File: src/rtl/dram_seq_pkg.sv
package dram_seq_pkg;

  typedef enum logic [3:0] {
    ST_IDLE,
    ST_PRE,
    ST_ROW,
    ST_COL1,
    ST_WAIT,
    ST_COL2,
    ST_RPRE,
    ST_RCAS,
    ST_RRAS
  } seqState_t;

  // strobes from control to datapath
  typedef struct packed {
    logic capReq;     // capture an access request
    logic capRef;     // capture a refresh request
    logic rowStrobe;  // addressed row strobe low
    logic colAddr;    // column half on the address pins
    logic colStrobe;  // lane column strobes low
    logic writePhase; // write enable / data drive window
    logic lastCol;    // final column state of an access
    logic refOn;      // refresh cycle in progress
    logic refCas;     // refresh column strobes low
    logic refRas;     // refresh row strobes low
  } seqCtl_t;

endpackage

File: src/rtl/dram_seq_ctrl.sv
module dram_seq_ctrl
  import dram_seq_pkg::*;
(
  input  logic    clk,
  input  logic    rstN,
  input  logic    reqValid,
  input  logic    refReq,
  input  logic    waitIn,
  input  logic    waitAllowed,
  output seqCtl_t ctl
);

  seqState_t state, nextState;

  always_comb begin
    nextState = state;
    unique case (state)
      ST_IDLE: begin
        if (reqValid)    nextState = ST_PRE;
        else if (refReq) nextState = ST_RPRE;
      end
      ST_PRE:  nextState = ST_ROW;
      ST_ROW:  nextState = ST_COL1;
      ST_COL1,
      ST_WAIT: nextState = (waitAllowed && waitIn) ? ST_WAIT : ST_COL2;
      ST_COL2: nextState = ST_IDLE;
      ST_RPRE: nextState = ST_RCAS;
      ST_RCAS: nextState = ST_RRAS;
      ST_RRAS: nextState = ST_IDLE;
      default: nextState = ST_IDLE;
    endcase
  end

  always_ff @(posedge clk or negedge rstN) begin
    if (!rstN) state <= ST_IDLE;
    else       state <= nextState;
  end

  logic inColumn;
  assign inColumn = (state == ST_COL1) || (state == ST_WAIT) || (state == ST_COL2);

  always_comb begin
    ctl.capReq     = (state == ST_IDLE) && reqValid;
    ctl.capRef     = (state == ST_IDLE) && !reqValid && refReq;
    ctl.rowStrobe  = (state == ST_ROW) || inColumn;
    ctl.colAddr    = inColumn;
    ctl.colStrobe  = (state == ST_COL2);
    ctl.writePhase = inColumn;
    ctl.lastCol    = (state == ST_COL2);
    ctl.refOn      = (state == ST_RPRE) || (state == ST_RCAS) || (state == ST_RRAS);
    ctl.refCas     = (state == ST_RCAS) || (state == ST_RRAS);
    ctl.refRas     = (state == ST_RRAS);
  end


  pre_to_row_chk: assert property (@(posedge clk) disable iff (!rstN)
    state == ST_PRE |=> state == ST_ROW);


  row_to_col_chk: assert property (@(posedge clk) disable iff (!rstN)
    state == ST_ROW |=> state == ST_COL1);


  no_wait_chk: assert property (@(posedge clk) disable iff (!rstN)
    (state == ST_COL1 && !waitAllowed) |=> state == ST_COL2);


  ref_order_chk: assert property (@(posedge clk) disable iff (!rstN)
    state == ST_RCAS |=> state == ST_RRAS);

endmodule

File: src/rtl/dram_seq_dpath.sv
module dram_seq_dpath
  import dram_seq_pkg::*;
#(
  parameter int ADDR_W      = 16,
  parameter int COL_W       = 8,
  parameter int DATA_W      = 16,
  parameter int NUM_REGIONS = 4,
  localparam int ROW_W      = ADDR_W - COL_W,
  localparam int MUX_W      = (ROW_W > COL_W) ? ROW_W : COL_W,
  localparam int REG_W      = (NUM_REGIONS > 1) ? $clog2(NUM_REGIONS) : 1
) (
  input  logic                   clk,
  input  logic                   rstN,
  input  seqCtl_t                ctl,
  input  logic [ADDR_W-1:0]      reqAddr,
  input  logic                   reqWrite,
  input  logic [1:0]             reqLanes,
  input  logic [REG_W-1:0]       reqRegion,
  input  logic [NUM_REGIONS-1:0] waitEnMask,
  input  logic                   colSel,
  input  logic [DATA_W-1:0]      wrData,
  input  logic [DATA_W-1:0]      memDin,
  output logic                   waitAllowed,
  output logic [MUX_W-1:0]       memAddr,
  output logic [NUM_REGIONS-1:0] rasN,
  output logic                   ucasAN,
  output logic                   lcasAN,
  output logic                   ucasBN,
  output logic                   lcasBN,
  output logic                   weN,
  output logic                   rfshN,
  output logic [DATA_W-1:0]      memDout,
  output logic                   memDoe,
  output logic [DATA_W-1:0]      rdData,
  output logic                   done
);

  logic [ADDR_W-1:0] capAddr;
  logic              capWrite;
  logic [1:0]        capLanes;
  logic [REG_W-1:0]  capRegion;
  logic              capSel;
  logic              capWaitEn;
  logic [DATA_W-1:0] capWrData;

  always_ff @(posedge clk or negedge rstN) begin
    if (!rstN) begin
      capAddr   <= '0;
      capWrite  <= 1'b0;
      capLanes  <= '0;
      capRegion <= '0;
      capWaitEn <= 1'b0;
      capWrData <= '0;
    end else if (ctl.capReq) begin
      capAddr   <= reqAddr;
      capWrite  <= reqWrite;
      capLanes  <= reqLanes;
      capRegion <= reqRegion;
      capWaitEn <= waitEnMask[reqRegion];
      capWrData <= wrData;
    end
  end

  // pair select is shared by accesses and refresh
  always_ff @(posedge clk or negedge rstN) begin
    if (!rstN)                          capSel <= 1'b0;
    else if (ctl.capReq || ctl.capRef)  capSel <= colSel;
  end

  assign waitAllowed = capWaitEn;

  // multiplexed address
  logic [ROW_W-1:0] rowBits;
  logic [COL_W-1:0] colBits;
  assign rowBits = capAddr[ADDR_W-1:COL_W];
  assign colBits = capAddr[COL_W-1:0];
  assign memAddr = ctl.colAddr ? MUX_W'(colBits) : MUX_W'(rowBits);

  // per-region row strobes
  for (genvar i = 0; i < NUM_REGIONS; i++) begin : g_ras
    assign rasN[i] = !((ctl.rowStrobe && (capRegion == REG_W'(i))) || ctl.refRas);
  end

  // lane strobes routed to one of two pin pairs
  logic [1:0] laneOn;
  logic [1:0] pairUpN, pairLoN;
  assign laneOn = ctl.colStrobe ? capLanes : (ctl.refCas ? 2'b11 : 2'b00);

  for (genvar p = 0; p < 2; p++) begin : g_pair
    logic pairAct;
    assign pairAct    = (capSel == 1'(p));
    assign pairUpN[p] = !(pairAct && laneOn[1]);
    assign pairLoN[p] = !(pairAct && laneOn[0]);
  end

  assign ucasAN = pairUpN[0];
  assign lcasAN = pairLoN[0];
  assign ucasBN = pairUpN[1];
  assign lcasBN = pairLoN[1];

  assign weN     = !(ctl.writePhase && capWrite);
  assign memDoe  = ctl.writePhase && capWrite;
  assign memDout = capWrData;
  assign rfshN   = !ctl.refOn;

  always_ff @(posedge clk or negedge rstN) begin
    if (!rstN) begin
      rdData <= '0;
      done   <= 1'b0;
    end else begin
      done <= ctl.lastCol;
      if (ctl.lastCol && !capWrite) rdData <= memDin;
    end
  end


  ras_single_chk: assert property (@(posedge clk) disable iff (!rstN)
    !ctl.refRas |-> $onehot0(~rasN));


  cas_needs_ras_chk: assert property (@(posedge clk) disable iff (!rstN)
    (!ctl.refCas && !(ucasAN && lcasAN && ucasBN && lcasBN)) |-> !(&rasN));


  one_pair_chk: assert property (@(posedge clk) disable iff (!rstN)
    !((!ucasAN || !lcasAN) && (!ucasBN || !lcasBN)));


  done_pulse_chk: assert property (@(posedge clk) disable iff (!rstN)
    done |=> !done);


  refresh_we_chk: assert property (@(posedge clk) disable iff (!rstN)
    !rfshN |-> weN);

endmodule

File: src/rtl/dram_seq.sv
module dram_seq
  import dram_seq_pkg::*;
#(
  parameter int ADDR_W      = 16,
  parameter int COL_W       = 8,
  parameter int DATA_W      = 16,
  parameter int NUM_REGIONS = 4,
  localparam int ROW_W      = ADDR_W - COL_W,
  localparam int MUX_W      = (ROW_W > COL_W) ? ROW_W : COL_W,
  localparam int REG_W      = (NUM_REGIONS > 1) ? $clog2(NUM_REGIONS) : 1
) (
  input  logic                   clk,
  input  logic                   rstN,
  input  logic                   reqValid,
  input  logic [ADDR_W-1:0]      reqAddr,
  input  logic                   reqWrite,
  input  logic [1:0]             reqLanes,
  input  logic [REG_W-1:0]       reqRegion,
  input  logic [NUM_REGIONS-1:0] waitEnMask,
  input  logic                   colSel,
  input  logic [DATA_W-1:0]      wrData,
  input  logic                   refReq,
  input  logic                   waitIn,
  input  logic [DATA_W-1:0]      memDin,
  output logic [MUX_W-1:0]       memAddr,
  output logic [NUM_REGIONS-1:0] rasN,
  output logic                   ucasAN,
  output logic                   lcasAN,
  output logic                   ucasBN,
  output logic                   lcasBN,
  output logic                   weN,
  output logic                   rfshN,
  output logic [DATA_W-1:0]      memDout,
  output logic                   memDoe,
  output logic [DATA_W-1:0]      rdData,
  output logic                   done
);

  seqCtl_t ctl;
  logic    waitAllowed;

  dram_seq_ctrl u_ctrl (
    .clk         (clk),
    .rstN        (rstN),
    .reqValid    (reqValid),
    .refReq      (refReq),
    .waitIn      (waitIn),
    .waitAllowed (waitAllowed),
    .ctl         (ctl)
  );

  dram_seq_dpath #(
    .ADDR_W      (ADDR_W),
    .COL_W       (COL_W),
    .DATA_W      (DATA_W),
    .NUM_REGIONS (NUM_REGIONS)
  ) u_dpath (
    .clk         (clk),
    .rstN        (rstN),
    .ctl         (ctl),
    .reqAddr     (reqAddr),
    .reqWrite    (reqWrite),
    .reqLanes    (reqLanes),
    .reqRegion   (reqRegion),
    .waitEnMask  (waitEnMask),
    .colSel      (colSel),
    .wrData      (wrData),
    .memDin      (memDin),
    .waitAllowed (waitAllowed),
    .memAddr     (memAddr),
    .rasN        (rasN),
    .ucasAN      (ucasAN),
    .lcasAN      (lcasAN),
    .ucasBN      (ucasBN),
    .lcasBN      (lcasBN),
    .weN         (weN),
    .rfshN       (rfshN),
    .memDout     (memDout),
    .memDoe      (memDoe),
    .rdData      (rdData),
    .done        (done)
  );

endmodule

File: config.mk
export PLATFORM = sky130hd
export DESIGN_NAME = dram_seq
export DESIGN_NICKNAME = d
export VERILOG_FILES = /design/src/rtl/dram_seq_pkg.sv /design/src/rtl/dram_seq_ctrl.sv /design/src/rtl/dram_seq_dpath.sv /design/src/rtl/dram_seq.sv
export SDC_FILE = /design/constraint.sdc
export NUM_CORES = 1
export LEC_CHECK = 0
export BUFFER_PORTS_ARGS = -buffer_cell sky130_fd_sc_hd__buf_4
export CORE_ASPECT_RATIO = 1.4
export CORE_UTILIZATION = 43
export DETAILED_ROUTE_END_ITERATION = 10
export PLACE_DENSITY = 0.76
export SLEW_MARGIN = 20
export SYNTH_ARGS = -nofsm -noshare
export SYNTH_HDL_FRONTEND = slang
export SYNTH_SLANG_ARGS = --single-unit
File: constraint.sdc
create_clock -name clk -period 1.69 [get_ports clk]
set_clock_uncertainty 0.05 [all_clocks]
set_input_delay 0 -clock clk [delete_from_list [all_inputs] [get_ports clk]]
set_output_delay 0 -clock clk [all_outputs]
set_load 0.005 [all_outputs]
==> results_dict.tcl <==
set metrics [dict create \
    yosys_most_used_dff "dfrtp_1" \
    yosysWarningCount 0 \
    maxCapViolations 0 \
    cts_tree "done" \
    core_um2 5990 \
    async_flop_share_pct 100 \
    drive_gt1_share_pct 60.2 \
    combPwrFrac_pct 49.5 \
    seq_power_share_pct 32.8 \
    muxShareOfSynthArea_pct 29.6 \
    dieArea_um2 6660 \
    antenna_cells 0 \
    synth-edff-count 0 \
    fin_nets 442 \
    place_ws_ps 76.1 \
    final_cell_mix "buf_4 (126), dfrtp_1 (58), dlygate4sd3_1 (57)" \
    cp_top_family "flip-flops" \
    fmax_ghz 0.532 \
    drc 0 \
    switchingPower_w 0.00249 \
    holdWs_ps 23.6 \
    required_ps 1640 \
    synth_area_per_cell_um2 14.9 \
    final_common_cell "buf_4" \
    wl_per_cell_um 16.7 \
    slowest_stage "dfrtp_2" \
    setup_viol 55 \
    ctsHtreeMaxLevel 3 \
    chipWidth_um 69.3 \
    ant_nets 0 \
    gp_congestion 0.832 \
    failed_checks "setup timing" \
    p_leak_nw 2.27 \
    synth_compound_area_share_pct 5.28 \
    clkSlewWorstSetupHoldPaths_ps 70 \
    numCtsBuffers 9 \
    setup.worst_path.end_class "primary output" \
    p_sw_share_pct 30.5 \
    cp_cell_sequence "nand3b_1, a21oi_4, buf_12, mux2_2, buf_4" \
    post-route-period-util_pct 111 \
    synth_xor_area_share_pct 0 \
    hpwl_mm 4.10 \
    synth_area_um2 2720 \
    rsz0062_at_grt "true" \
    relSlewSlack_pct 49.3 \
    arrival_ps 1830 \
    synth_cell_types 30 \
    grt_max_degree 61 \
    initial_core_util_pct 45.5 \
    synth_nets 246 \
    grt_pass1_wl_mm 11.2 \
    clk_path_buf_depth 2 \
    syn_to_final_growth_pct 73.8 \
    setup_ws_ps -191 \
    vdd.ir_drop.worst_mv 1.28 \
    grtUsageMet1_pct 24.5 \
    synthCells 183 \
    drtPass1Iterations 4 \
    wirelength_mm 7.57 \
    slowest_delay_ps 440 \
    top_usage_layer "met2" \
    synth_simple_gate_area_share_pct 6.80 \
    p_clk_share_pct 17.7 \
    cp-start-kind "register" \
    worstSetupPathType "reg -> out" \
    finalHoldViolCount 0 \
    antenna_found_initial 0 \
    intPower_w 0.00568 \
    clock_latency_ps 340 \
    run_status "complete, but fails checks" \
    path_buf_inv 2 \
    tns_ps -4480 \
    grt_pass1_vias 2363 \
    overflow 0 \
    use_met3_pct 4.50 \
    yosysSeqAreaShare_pct 55.1 \
    grt_usage_pct 22.0 \
    hp-class "in -> reg" \
    use_met2_pct 40.0 \
    report.final.slew_viol_count 0 \
    tightest_slew_ps 761 \
    powerDensity_nw_per_um2 1730 \
    drtIter0Drc 130 \
    vias_per_cell 4.91 \
    clock-sinks 60 \
    cp_max_fo 9 \
    ys_ff_latch 60 \
    die_y_um 96.2 \
    total_power_w 0.00817 \
    rows 33 \
    io_buffers 114 \
    pin_count 115 \
    cts_root_buf "clkbuf_8" \
    synth_top_family_by_area "multiplexers" \
    vias 2229 \
    min_period_ps 1880 \
    yosys.area_share.adder_pct 0 \
]
layer usage:
metal | wire length [µm] | vias up
li1 | - | 1050
met1 | 2910 | 1090
met2 | 4230 | 76
met3 | 277 | 13
met4 | 151 | 0
met5 | 0 | -
kinds of logic (layout without fill, tap and decap cells):
kind of cell	count (synthesis)	after routing
mux	64	64
flops	60	60
simple gates	27	27
compound gates	22	22
buf+inv	10	211
Yosys cell counts, types with 3 or more instances:
| cell | n | area share, % |
|---|---|---|
| a21oi_1 | 8 | 1.5 |
| a2bb2oi_1 | 3 | 0.97 |
| buf_6 | 6 | 2.5 |
| dfrtp_1 | 60 | 55 |
| mux2_2 | 41 | 17 |
| mux2_4 | 20 | 11 |
| nand2_1 | 4 | 0.55 |
| nand2b_1 | 4 | 0.92 |
| nor2_1 | 4 | 0.55 |
| nor2b_1 | 3 | 0.69 |
| nor3b_1 | 3 | 0.83 |
| o21ai_0 | 5 | 0.92 |
final timing paths:
path	start	endpoint	slack (ps)	cells after the start
max reg2reg	u_ctrl.state[2]	u_dpath.memDout[0]	-90	5
max in group asynchronous	rstN	u_ctrl.state[2]	800	2
max	u_ctrl.state[2]	memAddr[5]	-190	5
min in group asynchronous	rstN	u_dpath.capAddr[12]	210	2
min	refReq	u_dpath.capSel	20	3
min reg2reg	u_dpath.capAddr[3]	u_dpath.capAddr[3]	460	1
through the flow:
step	area, µm²	std cells	utilization [%]
3_3_place_gp	3680	366	61.5
5_1_grt	4730	454	79.0
2_1_floorplan	2720	183	-
4_1_cts	4540	443	75.8
3_5_place_dp	3680	366	61.5
6_report	4730	454	79.0
cell type report:
class	instances	area, µm²
tap	70	87.6
timing repair buffer	194	1730
sequential	60	1500
fill	349	1250
inverter	1	3.75
clock buffer	9	124
multi-input combinational	113	1190
clock inverter	7	101
power by group through the flow:
| stage | sequential (W) | combinational, W | clock, W |
|---|---|---|---|
| 2_1_floorplan | 0.00259 | 0.00188 | 0 |
| 3_3_place_gp | 0.00265 | 0.00335 | 0 |
| 3_5_place_dp | 0.00266 | 0.00343 | 0 |
| 4_1_cts | 0.00264 | 0.00372 | 0.00148 |
| 5_1_grt | 0.00278 | 0.00432 | 0.00155 |
| 6_report | 0.00268 | 0.00405 | 0.00145 |
tightest hold or removal path, cell delays in order:
cell and delay, ps:
buf_4 90, o21ai_0 80, mux2_2 220
state kept, by name (all words and copies together) (netlist names):
| name | flops |
|---|---|
| u_dpath.capRegion | 2 |
| u_dpath.done | 1 |
| u_dpath.waitAllowed | 1 |
| u_dpath.memDout | 16 |
| u_ctrl.state | 4 |
| u_dpath.rdData | 16 |
| u_dpath.capLanes | 2 |
| u_dpath.capAddr | 16 |
| u_dpath.capWrite | 1 |
| u_dpath.capSel | 1 |
repair_timing:
action,CTS,global route
hold buffers,57,0
setup buffers,4,4
hold endpoints to repair,116,0
setup endpoints to repair,18,58
cloned,0,7
pin swaps,0,2
resized for setup,12,7
(Power assumes the default switching activity.)
